<file path="src/rtl/brk_pkg.sv">
package brk_pkg;
   typedef enum logic [1:0] {
      LEG_OFF    = 2'd0,
      LEG_ACTIVE = 2'd1,
      LEG_IDLE   = 2'd2,
      LEG_INACT  = 2'd3
   } leg_mode_e;

   localparam int unsigned NUM_LEGS = 2;
   localparam int unsigned LEG_MAIN = 0;
   localparam int unsigned LEG_COMP = 1;
endpackage

</file>
<file path="src/rtl/brk_qualify.sv">
module brk_qualify (
   input  logic brk_in,
   input  logic brk_pol,
   input  logic brk_en,
   input  logic brk_disarm,
   output logic brk_act
);
   logic level_hit;

   always_comb begin
      level_hit = (brk_in == brk_pol);
      brk_act   = level_hit && brk_en && !brk_disarm;
   end
endmodule

</file>
<file path="src/rtl/moe_ctrl.sv">
module moe_ctrl #(
   parameter bit MOE_RST_VAL = 1'b0,
   parameter bit CLR_WINS    = 1'b1
) (
   input  logic clk,
   input  logic rst_n,
   input  logic brk_act,
   input  logic sw_set,
   input  logic sw_clr,
   input  logic auto_en,
   input  logic upd_evt,
   output logic moe_eff
);
   logic moe_q;
   logic moe_d;
   logic set_req;

   always_comb set_req = sw_set || (auto_en && upd_evt);

   generate
      if (CLR_WINS) begin : g_clr_first
         always_comb begin
            if (brk_act)      moe_d = 1'b0;
            else if (sw_clr)  moe_d = 1'b0;
            else if (set_req) moe_d = 1'b1;
            else              moe_d = moe_q;
         end
      end else begin : g_set_first
         always_comb begin
            if (brk_act)      moe_d = 1'b0;
            else if (set_req) moe_d = 1'b1;
            else if (sw_clr)  moe_d = 1'b0;
            else              moe_d = moe_q;
         end
      end
   endgenerate

   always_ff @(posedge clk or negedge rst_n) begin
      if (!rst_n) moe_q <= MOE_RST_VAL;
      else        moe_q <= moe_d;
   end

   always_comb moe_eff = moe_q && !brk_act;

   // a qualified break leaves the stored enable cleared
   a_r3_break_clears: assert property (@(posedge clk) disable iff (!rst_n)
      brk_act |=> !moe_q);
   // update event with auto enable sets the enable
   a_r4_auto_set: assert property (@(posedge clk) disable iff (!rst_n)
      (!brk_act && auto_en && upd_evt && !sw_clr) |=> moe_q);
   // with no request the enable holds
   a_r5_hold: assert property (@(posedge clk) disable iff (!rst_n)
      (!brk_act && !sw_set && !sw_clr && !upd_evt) |=> $stable(moe_q));
endmodule

</file>
<file path="src/rtl/out_leg.sv">
module out_leg
   import brk_pkg::*;
(
   input  logic clk,
   input  logic rst_n,
   input  logic moe_eff,
   input  logic off_run_sel,
   input  logic off_idle_sel,
   input  logic en_self,
   input  logic en_other,
   input  logic idle_lvl,
   input  logic pwm,
   output logic lvl,
   output logic oe
);
   leg_mode_e mode;

   always_comb begin
      if (moe_eff) begin
         if (en_self)                      mode = LEG_ACTIVE;
         else if (off_run_sel && en_other) mode = LEG_INACT;
         else                              mode = LEG_OFF;
      end else begin
         if (off_idle_sel && en_self)      mode = LEG_IDLE;
         else                              mode = LEG_OFF;
      end
   end

   always_comb begin
      unique case (mode)
         LEG_ACTIVE: begin lvl = pwm;      oe = 1'b1; end
         LEG_IDLE:   begin lvl = idle_lvl; oe = 1'b1; end
         LEG_INACT:  begin lvl = 1'b0;     oe = 1'b1; end
         default:    begin lvl = 1'b0;     oe = 1'b0; end
      endcase
   end

   // idle state with release selected never drives
   a_r6_idle_release: assert property (@(posedge clk) disable iff (!rst_n)
      (!moe_eff && !off_idle_sel) |-> !oe);
   // an undriven leg reports level 0
   a_r12_quiet_low: assert property (@(posedge clk) disable iff (!rst_n)
      !oe |-> !lvl);
   // an enabled leg in the run state follows its waveform
   a_r8_follow: assert property (@(posedge clk) disable iff (!rst_n)
      (moe_eff && en_self) |-> (oe && lvl == pwm));
endmodule

</file>
<file path="src/rtl/brk_moe_ctrl.sv">
module brk_moe_ctrl
   import brk_pkg::*;
#(
   parameter bit MOE_RST_VAL = 1'b0,
   parameter bit CLR_WINS    = 1'b1
) (
   input  logic clk,
   input  logic rst_n,
   input  logic pwm_main,
   input  logic pwm_comp,
   input  logic en_main,
   input  logic en_comp,
   input  logic idle_main,
   input  logic idle_comp,
   input  logic sw_set,
   input  logic sw_clr,
   input  logic auto_en,
   input  logic upd_evt,
   input  logic brk_en,
   input  logic brk_pol,
   input  logic brk_disarm,
   input  logic off_run_sel,
   input  logic off_idle_sel,
   input  logic brk_in,
   output logic out_main,
   output logic oe_main,
   output logic out_comp,
   output logic oe_comp,
   output logic moe_o
);
   generate
      if (NUM_LEGS != 2) begin : g_bad_legs
         $error("brk_moe_ctrl supports exactly one complementary pair");
      end
   endgenerate

   logic brk_act;
   logic moe_eff;
   logic [NUM_LEGS-1:0] pwm_v, en_v, idle_v, lvl_v, oe_v;

   always_comb begin
      pwm_v[LEG_MAIN]  = pwm_main;
      pwm_v[LEG_COMP]  = pwm_comp;
      en_v[LEG_MAIN]   = en_main;
      en_v[LEG_COMP]   = en_comp;
      idle_v[LEG_MAIN] = idle_main;
      idle_v[LEG_COMP] = idle_comp;
   end

   brk_qualify u_qual (
      .brk_in     (brk_in),
      .brk_pol    (brk_pol),
      .brk_en     (brk_en),
      .brk_disarm (brk_disarm),
      .brk_act    (brk_act)
   );

   moe_ctrl #(
      .MOE_RST_VAL (MOE_RST_VAL),
      .CLR_WINS    (CLR_WINS)
   ) u_moe (
      .clk     (clk),
      .rst_n   (rst_n),
      .brk_act (brk_act),
      .sw_set  (sw_set),
      .sw_clr  (sw_clr),
      .auto_en (auto_en),
      .upd_evt (upd_evt),
      .moe_eff (moe_eff)
   );

   for (genvar i = 0; i < NUM_LEGS; i++) begin : g_leg
      out_leg u_leg (
         .clk          (clk),
         .rst_n        (rst_n),
         .moe_eff      (moe_eff),
         .off_run_sel  (off_run_sel),
         .off_idle_sel (off_idle_sel),
         .en_self      (en_v[i]),
         .en_other     (en_v[NUM_LEGS-1-i]),
         .idle_lvl     (idle_v[i]),
         .pwm          (pwm_v[i]),
         .lvl          (lvl_v[i]),
         .oe           (oe_v[i])
      );
   end

   always_comb begin
      out_main = lvl_v[LEG_MAIN];
      oe_main  = oe_v[LEG_MAIN];
      out_comp = lvl_v[LEG_COMP];
      oe_comp  = oe_v[LEG_COMP];
      moe_o    = moe_eff;
   end

   // a qualified break removes drive in the same cycle
   a_r3_same_cycle: assert property (@(posedge clk) disable iff (!rst_n)
      (brk_en && !brk_disarm && brk_in == brk_pol && !off_idle_sel)
         |-> (!oe_main && !oe_comp));
   // a masked break cannot clear the enable
   a_r2_masked: assert property (@(posedge clk) disable iff (!rst_n)
      (!brk_en && moe_o && !sw_clr) |=> moe_o || brk_en);
endmodule

</file>
<file path="config.mk">
export PLATFORM = sky130hd
export DESIGN_NAME = brk_moe_ctrl
export DESIGN_NICKNAME = d
export VERILOG_FILES = /design/src/rtl/brk_pkg.sv /design/src/rtl/brk_qualify.sv /design/src/rtl/moe_ctrl.sv /design/src/rtl/out_leg.sv /design/src/rtl/brk_moe_ctrl.sv
export SDC_FILE = /design/constraint.sdc
export NUM_CORES = 1
export LEC_CHECK = 0
export ABC_AREA = 1
export BUFFER_PORTS_ARGS = -buffer_cell sky130_fd_sc_hd__clkbuf_2
export CAP_MARGIN = 20
export CORE_AREA = 3 3 40 42
export DETAILED_ROUTE_END_ITERATION = 7
export DIE_AREA = 0 0 43 45
export MAX_ROUTING_LAYER = met4
export SYNTH_ARGS = -nofsm -noshare
export SYNTH_HDL_FRONTEND = slang
export SYNTH_HIERARCHICAL = 1
export SYNTH_SLANG_ARGS = --single-unit
</file>
<file path="constraint.sdc">
create_clock -name clk -period 1.1 [get_ports clk]
set_input_delay 0.11 -clock clk [delete_from_list [all_inputs] [get_ports clk]]
set_output_delay 0.11 -clock clk [all_outputs]
set_load 0.03 [all_outputs]
</file>
==> metrics.txt, run 1 <==
core box area 0.00128 mm^2; post-synth top area share 24.6%; crit-path most repeated cell nor2_4; DP Worst Slack -0.0102 ns; Slew @ Worst Pin 0.173 ns; initial antenna violation count 0; status complete, no violations; reg2reg path depth 2; Synth area leaders nand2_1 25%, nand3_1 18%, inv_1 16%; Setup crit end kind primary output; number of global-route vias before repair 215; Cell Chain, Critical Path buf_6, inv_1, nand2_1, nand2_2, nor2_4, nor2_4, nand3_1, nand3_2, clkbuf_4; synthesized area 168 um^2; Hold Slack 0.345 ns; skew final 0 ns; MaxCap Viol Count 0; Die H 45 um; synth warn 6; most frequent cells in the layout 16 x clkbuf_2, 10 x nand2_1, 5 x inv_1; critical path's top delay family simple AND/OR/NAND/NOR gates; arrival time worst endpoint 0.92 ns; initial core utilization 13.0%; CP Buf/Inv Count 3; Crit Reg-Reg Startpoint u_moe/moe_q; Antenna Cells 0; worst setup margin 0.0750 ns; Synth Area per Inst 5.08 um^2; commonest non-fill, non-tap cell in the layout clkbuf_2; final cell count without fillers 74; launch point of the worst path brk_in; Min-Delay Path Class input pin to flip-flop; final wirelength 531 um; number of flip-flops in the largest register 1; clock latency at the later pin of the worst-skew pair 0 ns; CP startpoint kind input pin; total die area 0.00194 mm^2; endpoints failing setup 0; Slew Viols, Final 0; total gr overflow 0; DRT iter0 DRCs 2; aggregate global-route resource usage 5.39%; Yosys reg bits 1; CP max stage cell clkbuf_4; largest net degree at the start of global routing 10; drt wl/cell 7.18 um; largest registers u_moe/moe_q: 1 flops; share of cells above drive strength 1 57.6%; via count 293; Slew Limit Headroom 88.5%; Critical Path Fanout Max 5; Fmax 0.976 GHz; Row Count 13; Synth-to-Final Area Change 129%; Final nets 79; min cycle time layout 1.03 ns; first-pass GRT wire length 848 um; # IOs 23; Tot Pwr 211 uW; Post-DRT Antenna Nets 0; TritonRoute pass-1 iters 4; LEAKAGE 0.000228 uW; Setup crit end oe_main; sequential area share after synthesis 14.9%; Levels on crit path 9; Synth Instances 33; Setup Crit Path Kind input pin to primary output; RR Endpoint u_moe/moe_q; Placed Instances 70; Synth cell types 10; GP Congestion 0.786; Worst-path clk slew 0 ns; final worst path period share 93.2%; CP required 0.99 ns; Synth Net Count 51; Reg with most FFs u_moe/moe_q; Peak supply drop 244 uV; power per cell area 548 mW/mm^2; post-synth top area cell nand2_1; reg2reg setup slack 0.43 ns; Final Hold Fails 0; die width 43 um; count of input and output buffers 22; CP max stage delay 0.18 ns; post-DR vias/cell 3.96; DRC viols 0
==> power by group <==
group	switching, uW	total, uW	internal [uW]
clock network	0	0	0
registers	1.92	42.4	40.5
logic	91.3	168	76.8
==> Yosys cell counts <==
cell type,instances
a21oi_2,1
nand2_1,11
nand3_1,6
dfrtp_1,1
nand4_1,2
inv_1,7
clkinv_1,1
nor2_1,2
nor2_2,1
nand2_2,1
==> how the worst min path moves through the flow <==
stage / from / end / slack [ns] / cells after the start
5_1_grt: sw_clr / u_moe/moe_q / 0.36 / 4
6_report: upd_evt / u_moe/moe_q / 0.35 / 3
3_3_place_gp: rst_n / u_moe/moe_q / -0.11 / 1
3_5_place_dp: rst_n / u_moe/moe_q / -0.11 / 1
4_1_cts: upd_evt / u_moe/moe_q / 0.35 / 3
2_1_floorplan: rst_n / u_moe/moe_q / -0.19 / 0
==> final cells by class <==
type | count | area, um^2
fill | 142 | 901
inverter | 8 | 30.0
multi-input combinational | 25 | 149
timing repair buffer | 25 | 161
sequential | 1 | 25.0
tap | 15 | 18.8
==> kinds of logic after synthesis <==
kind of cell           synth area share [%]
flip-flops                             14.9
AO/OA/AOI/OAI                          5.22
buffers and inverters                  17.9
AND/OR/NAND/NOR                        61.9
==> timing repair <==
action	CTS	global route
hold buffers	1	0
pin swaps	1	6
buffers inserted	0	2
resized for setup	0	19
cloned	0	1
hold endpoints to repair	1	0
setup endpoints to repair	1	4
==> stage by stage <==
| step | cell area, um^2 | TNS, ns | util [%] |
|---|---|---|---|
| floorplan | 185 | 0 | - |
| global placement | 314 | 0 | 24.4 |
| detailed placement | 314 | -0.0114 | 24.4 |
| CTS | 324 | 0 | 25.2 |
| global route | 384 | -0.00223 | 29.9 |
| finish | 384 | 0 | 29.9 |
==> worst reg2reg max path, delay by kind of cell, from the launching register on <==
family          cells  cell delay (ns)
flops               1             0.36
simple gates        1             0.13
compound gates      1             0.06
==> metal layers <==
layer / vias up / global-route usage [%] / wire length (um)
met5: - / - / 0
met4: 0 / 0 / 0
met3: 0 / 0.398 / 82
met2: 19 / 10.8 / 236
met1: 117 / 6.22 / 213
li1: 157 / - / -
Power figures use the tool's default switching activity.
==> run 2: changes to the inputs <==
--- a/config.mk
+++ b/config.mk
@@ -5,13 +5,13 @@
 export SDC_FILE = /design/constraint.sdc
 export NUM_CORES = 1
 export LEC_CHECK = 0
-export ABC_AREA = 1
 export BUFFER_PORTS_ARGS = -buffer_cell sky130_fd_sc_hd__clkbuf_2
 export CAP_MARGIN = 20
 export CORE_AREA = 3 3 40 42
 export DETAILED_ROUTE_END_ITERATION = 7
 export DIE_AREA = 0 0 43 45
 export MAX_ROUTING_LAYER = met4
+export PLACE_DENSITY = 0.41
 export SYNTH_ARGS = -nofsm -noshare
 export SYNTH_HDL_FRONTEND = slang
 export SYNTH_HIERARCHICAL = 1
==> run 2 against run 1 <==
Effect of this change: the run now ends with setup timing left; routed wire length shrank 2.3%; clock skew is the same; critical path depth shrank 2; core utilization shrank 2.8 points; flip-flop and latch count is the same; sequential share of layout area grew 0.68 points; combinational power shrank 4%; total power shrank 2.6%; sequential power is essentially flat; final cell count shrank 23%; largest cell class unchanged; highest routed layer unchanged.
==> metrics.txt, run 2 <==
post-synth top area share 18.2%; final worst path period share 111%; sequential area share after synthesis 18.2%; CP startpoint kind input pin; final wirelength 519 um; Reg power frac 20.8%; Antenna Cells 0; ys flop type dfrtp_1; post-synth top area cell dfrtp_1; Hold Slack 0.283 ns; Placed Instances 56; skew final 0 ns; CP max stage delay 0.26 ns; most frequent cells in the layout 17 x clkbuf_2, 3 x a21oi_1; synthesized area 138 um^2; metal3 WL 15 um; hold depth 2; total die area 0.00194 mm^2; Crit Reg-Reg Startpoint u_moe/moe_q; number of flip-flops in the largest register 1; Min-Delay Path Class input pin to flip-flop; Critical Path Fanout Max 7; LEAKAGE 0.000171 uW; min cycle time layout 1.22 ns; share of cells above drive strength 1 76.2%; Worst-path clk slew 0 ns; Synth area leaders dfrtp_1 18%, a21oi_1 15%, nand4b_1 13%; Synth Area per Inst 7.65 um^2; Endpoint, Worst Hold u_moe/moe_q; TritonRoute pass-1 iters 1; status complete, but fails checks; Met1 Wirelength 142 um; setup fix buffers added after clock tree synthesis 0; reg2reg setup slack 0.39 ns; GP Congestion 0.707; drt wl/cell 9.11 um; switching share of power 41.0%; DRC viols 0; clock latency at the later pin of the worst-skew pair 0 ns; aggregate global-route resource usage 4.28%; Final Hold Fails 0; die width 43 um; synth cell count leaders 4 x a21oi_1, 2 x nand2_1, 2 x nand3_1, 2 x nand4b_1, 2 x nor2_1; # IOs 23; via count 227; Tot Pwr 205 uW; CP required 0.99 ns; CP max stage cell nor3b_2; unrepaired setup endpoints after global routing yes; final core utilization 27.1%; count of input and output buffers 22; Peak supply drop 101 uV; routed wl met2 361 um; total gr overflow 0; Post-synth EDFFs 0; first-pass GRT wire length 641 um; Final nets 62; worst setup margin -0.118 ns; initial core utilization 10.7%; failing checks setup timing; commonest non-fill, non-tap cell in the layout clkbuf_2; Final TNS setup -0.383 ns; Synth Instances 18; Synth Net Count 36; Cell Chain, Critical Path buf_6, xor2_1, nor3b_2, nor2b_4, nand4b_1, nand2_2, buf_8; Slew Viols, Final 0; arrival time worst endpoint 1.11 ns; largest net degree at the start of global routing 8; Synth-to-Final Area Change 153%; DR top layer met3; Slew Limit Headroom 82.9%; Psw 84.0 uW; final cell count without fillers 57; DRT iter0 DRCs 0; Fill cells 148; hold_sp sw_clr; Post-DRT Antenna Nets 0; Synth cell types 11; RR Endpoint u_moe/moe_q; synth warn 6; Reg with most FFs u_moe/moe_q; core box area 0.00128 mm^2; reg2reg path depth 2; Setup crit end kind primary output; power per cell area 589 mW/mm^2; Gate power share 79.2%; asr flop ratio synth 100%; number of global-route vias before repair 168; MaxCap Viol Count 0; Row Count 13; endpoints failing setup 4; Setup Crit Path Kind input pin to primary output; Slew @ Worst Pin 0.255 ns; post-DR vias/cell 3.98; Int Power 121 uW; Post-DP HPWL 497 um; largest registers u_moe/moe_q: 1 flops; clock network fraction of design power 0%; Die H 45 um; Yosys reg bits 1; top-count cell post-synth a21oi_1; Fmax 0.821 GHz; initial antenna violation count 0
-- run 2: cell types whose count changed after synthesis, sizes merged, moves of 2 or more --
cell | previous run | this run
inv | 7 | 0
a21oi | 1 | 4
nand4b | 0 | 2
nand4 | 2 | 0
nand2 | 12 | 2
nand3 | 6 | 2
-- run 2: area by class of cell --
cell class                 instances  area (um^2)  area share (%)
sequential                         1         25.0            7.19
tap                               15         18.8            5.40
multi-input combinational         17          139            39.9
timing repair buffer              24          165            47.5
-- run 2: metal layers --
metal / vias up / track usage, %
li1: 119 / -
met1: 105 / 4.07
met2: 3 / 9.58
met3: 0 / 0.398
met4: 0 / 0
met5: - / -
-- run 2: worst max-delay path by stage --
stage                          end  slack [ns]  depth (start not counted)    start
after floorplan           out_comp       -0.03                          5  brk_pol
after CTS                 out_main       -0.17                          7  brk_pol
final                     out_comp       -0.12                          7  brk_pol
after detailed placement  out_main       -0.20                          7  brk_pol
after global placement    out_comp       -0.18                          7  brk_pol
after global routing       oe_comp       -0.17                          7  brk_pol
-- run 2: kinds of logic after synthesis --
group	after synthesis	synth area share [%]
flops	1	18.2
compound gates	5	23.6
xor+xnor	1	6.36
simple gates	11	51.8
-- run 2: critical path: cells and delay by family --
kind | cells | cell delay (ns)
and+or+nand+nor | 4 | 0.63
buffers and inverters | 2 | 0.21
xor gates and xnor gates | 1 | 0.15
-- run 2: per-stage QoR --
stage | worst slack, ns | cell area (um^2)
2_1_floorplan | -0.0330 | 160
5_1_grt | -0.168 | 348
6_report | -0.118 | 348
3_3_place_gp | -0.175 | 297
3_5_place_dp | -0.197 | 297
4_1_cts | -0.172 | 339
-- run 2: power by group through the flow --
stage | Sequential, uW | Combinational, uW | Clock [uW]
6_report | 42.6 | 162 | 0
5_1_grt | 42.9 | 173 | 0
4_1_cts | 42.7 | 159 | 0
3_5_place_dp | 42.7 | 138 | 0
3_3_place_gp | 43.1 | 139 | 0
2_1_floorplan | 42.4 | 78.9 | 0
-- run 2: what timing repair did --
| item | CTS | global route |
|---|---|---|
| pin swaps | 3 | 2 |
| resized for setup | 8 | 3 |
| hold endpoints to repair | 1 | 0 |
| hold buffers | 1 | 0 |
| setup endpoints to repair | 4 | 4 |
==> run 3: changes to the inputs <==
--- a/config.mk
+++ b/config.mk
@@ -5,13 +5,14 @@
 export SDC_FILE = /design/constraint.sdc
 export NUM_CORES = 1
 export LEC_CHECK = 0
+export ABC_AREA = 1
 export BUFFER_PORTS_ARGS = -buffer_cell sky130_fd_sc_hd__clkbuf_2
 export CAP_MARGIN = 20
 export CORE_AREA = 3 3 40 42
 export DETAILED_ROUTE_END_ITERATION = 7
 export DIE_AREA = 0 0 43 45
 export MAX_ROUTING_LAYER = met4
-export PLACE_DENSITY = 0.41
+export PLACE_DENSITY = 0.44
 export SYNTH_ARGS = -nofsm -noshare
 export SYNTH_HDL_FRONTEND = slang
 export SYNTH_HIERARCHICAL = 1
==> run 3 against run 2 <==
Effect of this change: the flow now finishes without violations; global-route usage grew 1.5 points; die area is the same; routed wire length grew 4.0%.
==> metrics.txt, run 3 (synthesized netlist as in run 1, its figures left out) <==
status complete, no violations; min cycle time layout 1.01 ns; DRC viols 0; via count 288; total die area 0.00194 mm^2; skew final 0 ns; drt wl/cell 7.30 um; largest net degree at the start of global routing 10; share of cells above drive strength 1 59.3%; Critical Path Fanout Max 4; Min-Delay Path Class input pin to flip-flop; Final nets 79; endpoints failing setup 0; Peak supply drop 213 uV; Worst-path clk slew 0 ns; Slew Viols, Final 0; clock latency at the later pin of the worst-skew pair 0 ns; DRT iter0 DRCs 3; commonest non-fill, non-tap cell in the layout clkbuf_2; MaxCap Viol Count 0; Slew Limit Headroom 88.7%; Post-DP HPWL 466 um; reg2reg setup slack 0.44 ns; core box area 0.00128 mm^2; CP startpoint kind flip-flop; Setup crit end kind primary output; Slew @ Worst Pin 0.169 ns; Final Hold Fails 0; die width 43 um; first-pass GRT wire length 917 um; TritonRoute pass-1 iters 2; initial antenna violation count 0; Fmax 0.986 GHz; number of global-route vias before repair 251; Reg with most FFs u_moe/moe_q; Die H 45 um; Setup Crit Path Kind flip-flop to primary output; Synth-to-Final Area Change 131%; multi-input logic area 151 um^2; GP Congestion 0.604; number of flip-flops in the largest register 1; Fill cells 148; Tot Pwr 212 uW; power per cell area 549 mW/mm^2; Hold Slack 0.342 ns; Antenna Cells 0; total gr overflow 0; most frequent cells in the layout 16 x clkbuf_2, 9 x nand2_1, 5 x inv_1, 5 x buf_4, 4 x nand3_1; aggregate global-route resource usage 5.73%; arrival time worst endpoint 0.90 ns; storage element area 25.0 um^2; Post-DRT Antenna Nets 0; unrepaired setup endpoints after global routing no; CP required 0.99 ns; post-DR vias/cell 3.89; LEAKAGE 0.000228 uW; Row Count 13; final worst path period share 92.2%; initial core utilization 13.0%; count of input and output buffers 22; largest registers u_moe/moe_q: 1 flops; final wirelength 540 um; # IOs 23
-- run 3: cell count changes in the layout (fill, tap and decap cells not counted), moves of 2 or more --
cell / delta
inv_2: +2
buf_4: +4
nor2_4: +2
nand4_1: +2
a21oi_1: -3
nand4b_1: -2
nand3_2: +2
buf_8: -2
inv_1: +5
buf_6: +2
nand3_1: +2
nand2_1: +9
-- run 3: power breakdown --
group	internal [uW]	switching [uW]
Clock	0	0
Sequential	40.5	1.29
Combinational	77.5	92.9
Total	118	94.2
-- run 3: final cells by class --
class                      count  area share (%)
timing repair buffer          25            41.7
multi-input combinational     25            39.2
inverter                       8            7.77
sequential                     1            6.47
tap                           15            4.85
-- run 3: worst max-delay path, cell delays in order (launching register included) --
cell and delay [ns]:
dfrtp_1 0.35, inv_1 0.15, nor2_4 0.07, inv_1 0.05
nand4_1 0.07, nand2_1 0.07, buf_4 0.15
-- run 3: worst paths after layout --
| path | start | endpoint | depth (start not counted) |
|---|---|---|---|
| max in group asynchronous | rst_n | u_moe/moe_q | 2 |
| min in group asynchronous | rst_n | u_moe/moe_q | 2 |
| worst max register to register | u_moe/moe_q | u_moe/moe_q | 2 |
| worst max-delay path | u_moe/moe_q | out_comp | 6 |
| worst min-delay path | upd_evt | u_moe/moe_q | 3 |
| worst min register to register | u_moe/moe_q | u_moe/moe_q | 2 |
-- run 3: layer usage --
| layer | share of wire [%] | GRT usage, % | vias to the layer above |
|---|---|---|---|
| li1 | - | - | 156 |
| met1 | 41 | 7.42 | 115 |
| met2 | 44 | 10.8 | 17 |
| met3 | 15 | 0 | 0 |
| met4 | 0 | 0 | 0 |
| met5 | 0 | - | - |
-- run 3: what timing repair did --
action	in CTS	in global routing
hold buffers	1	0
setup endpoints to repair	2	5
buffers inserted	1	1
hold endpoints to repair	1	0
cloned	0	1
gates resized for setup	0	21
pin swaps	1	7
-- run 3: metrics by stage --
| stage | setup slack [ns] | utilization [%] | TNS (ns) | cell area, um^2 | instances |
|---|---|---|---|---|---|
| 3_3_place_gp | -0.00816 | 24.4 | -0.00816 | 314 | 70 |
| 2_1_floorplan | 0.00211 | - | 0 | 185 | 33 |
| 6_report | 0.0859 | 30.1 | 0 | 387 | 74 |
| 3_5_place_dp | -0.0139 | 24.4 | -0.0177 | 314 | 70 |
| 5_1_grt | 0.000813 | 30.1 | 0 | 387 | 74 |
| 4_1_cts | 0.00522 | 25.8 | 0 | 332 | 72 |
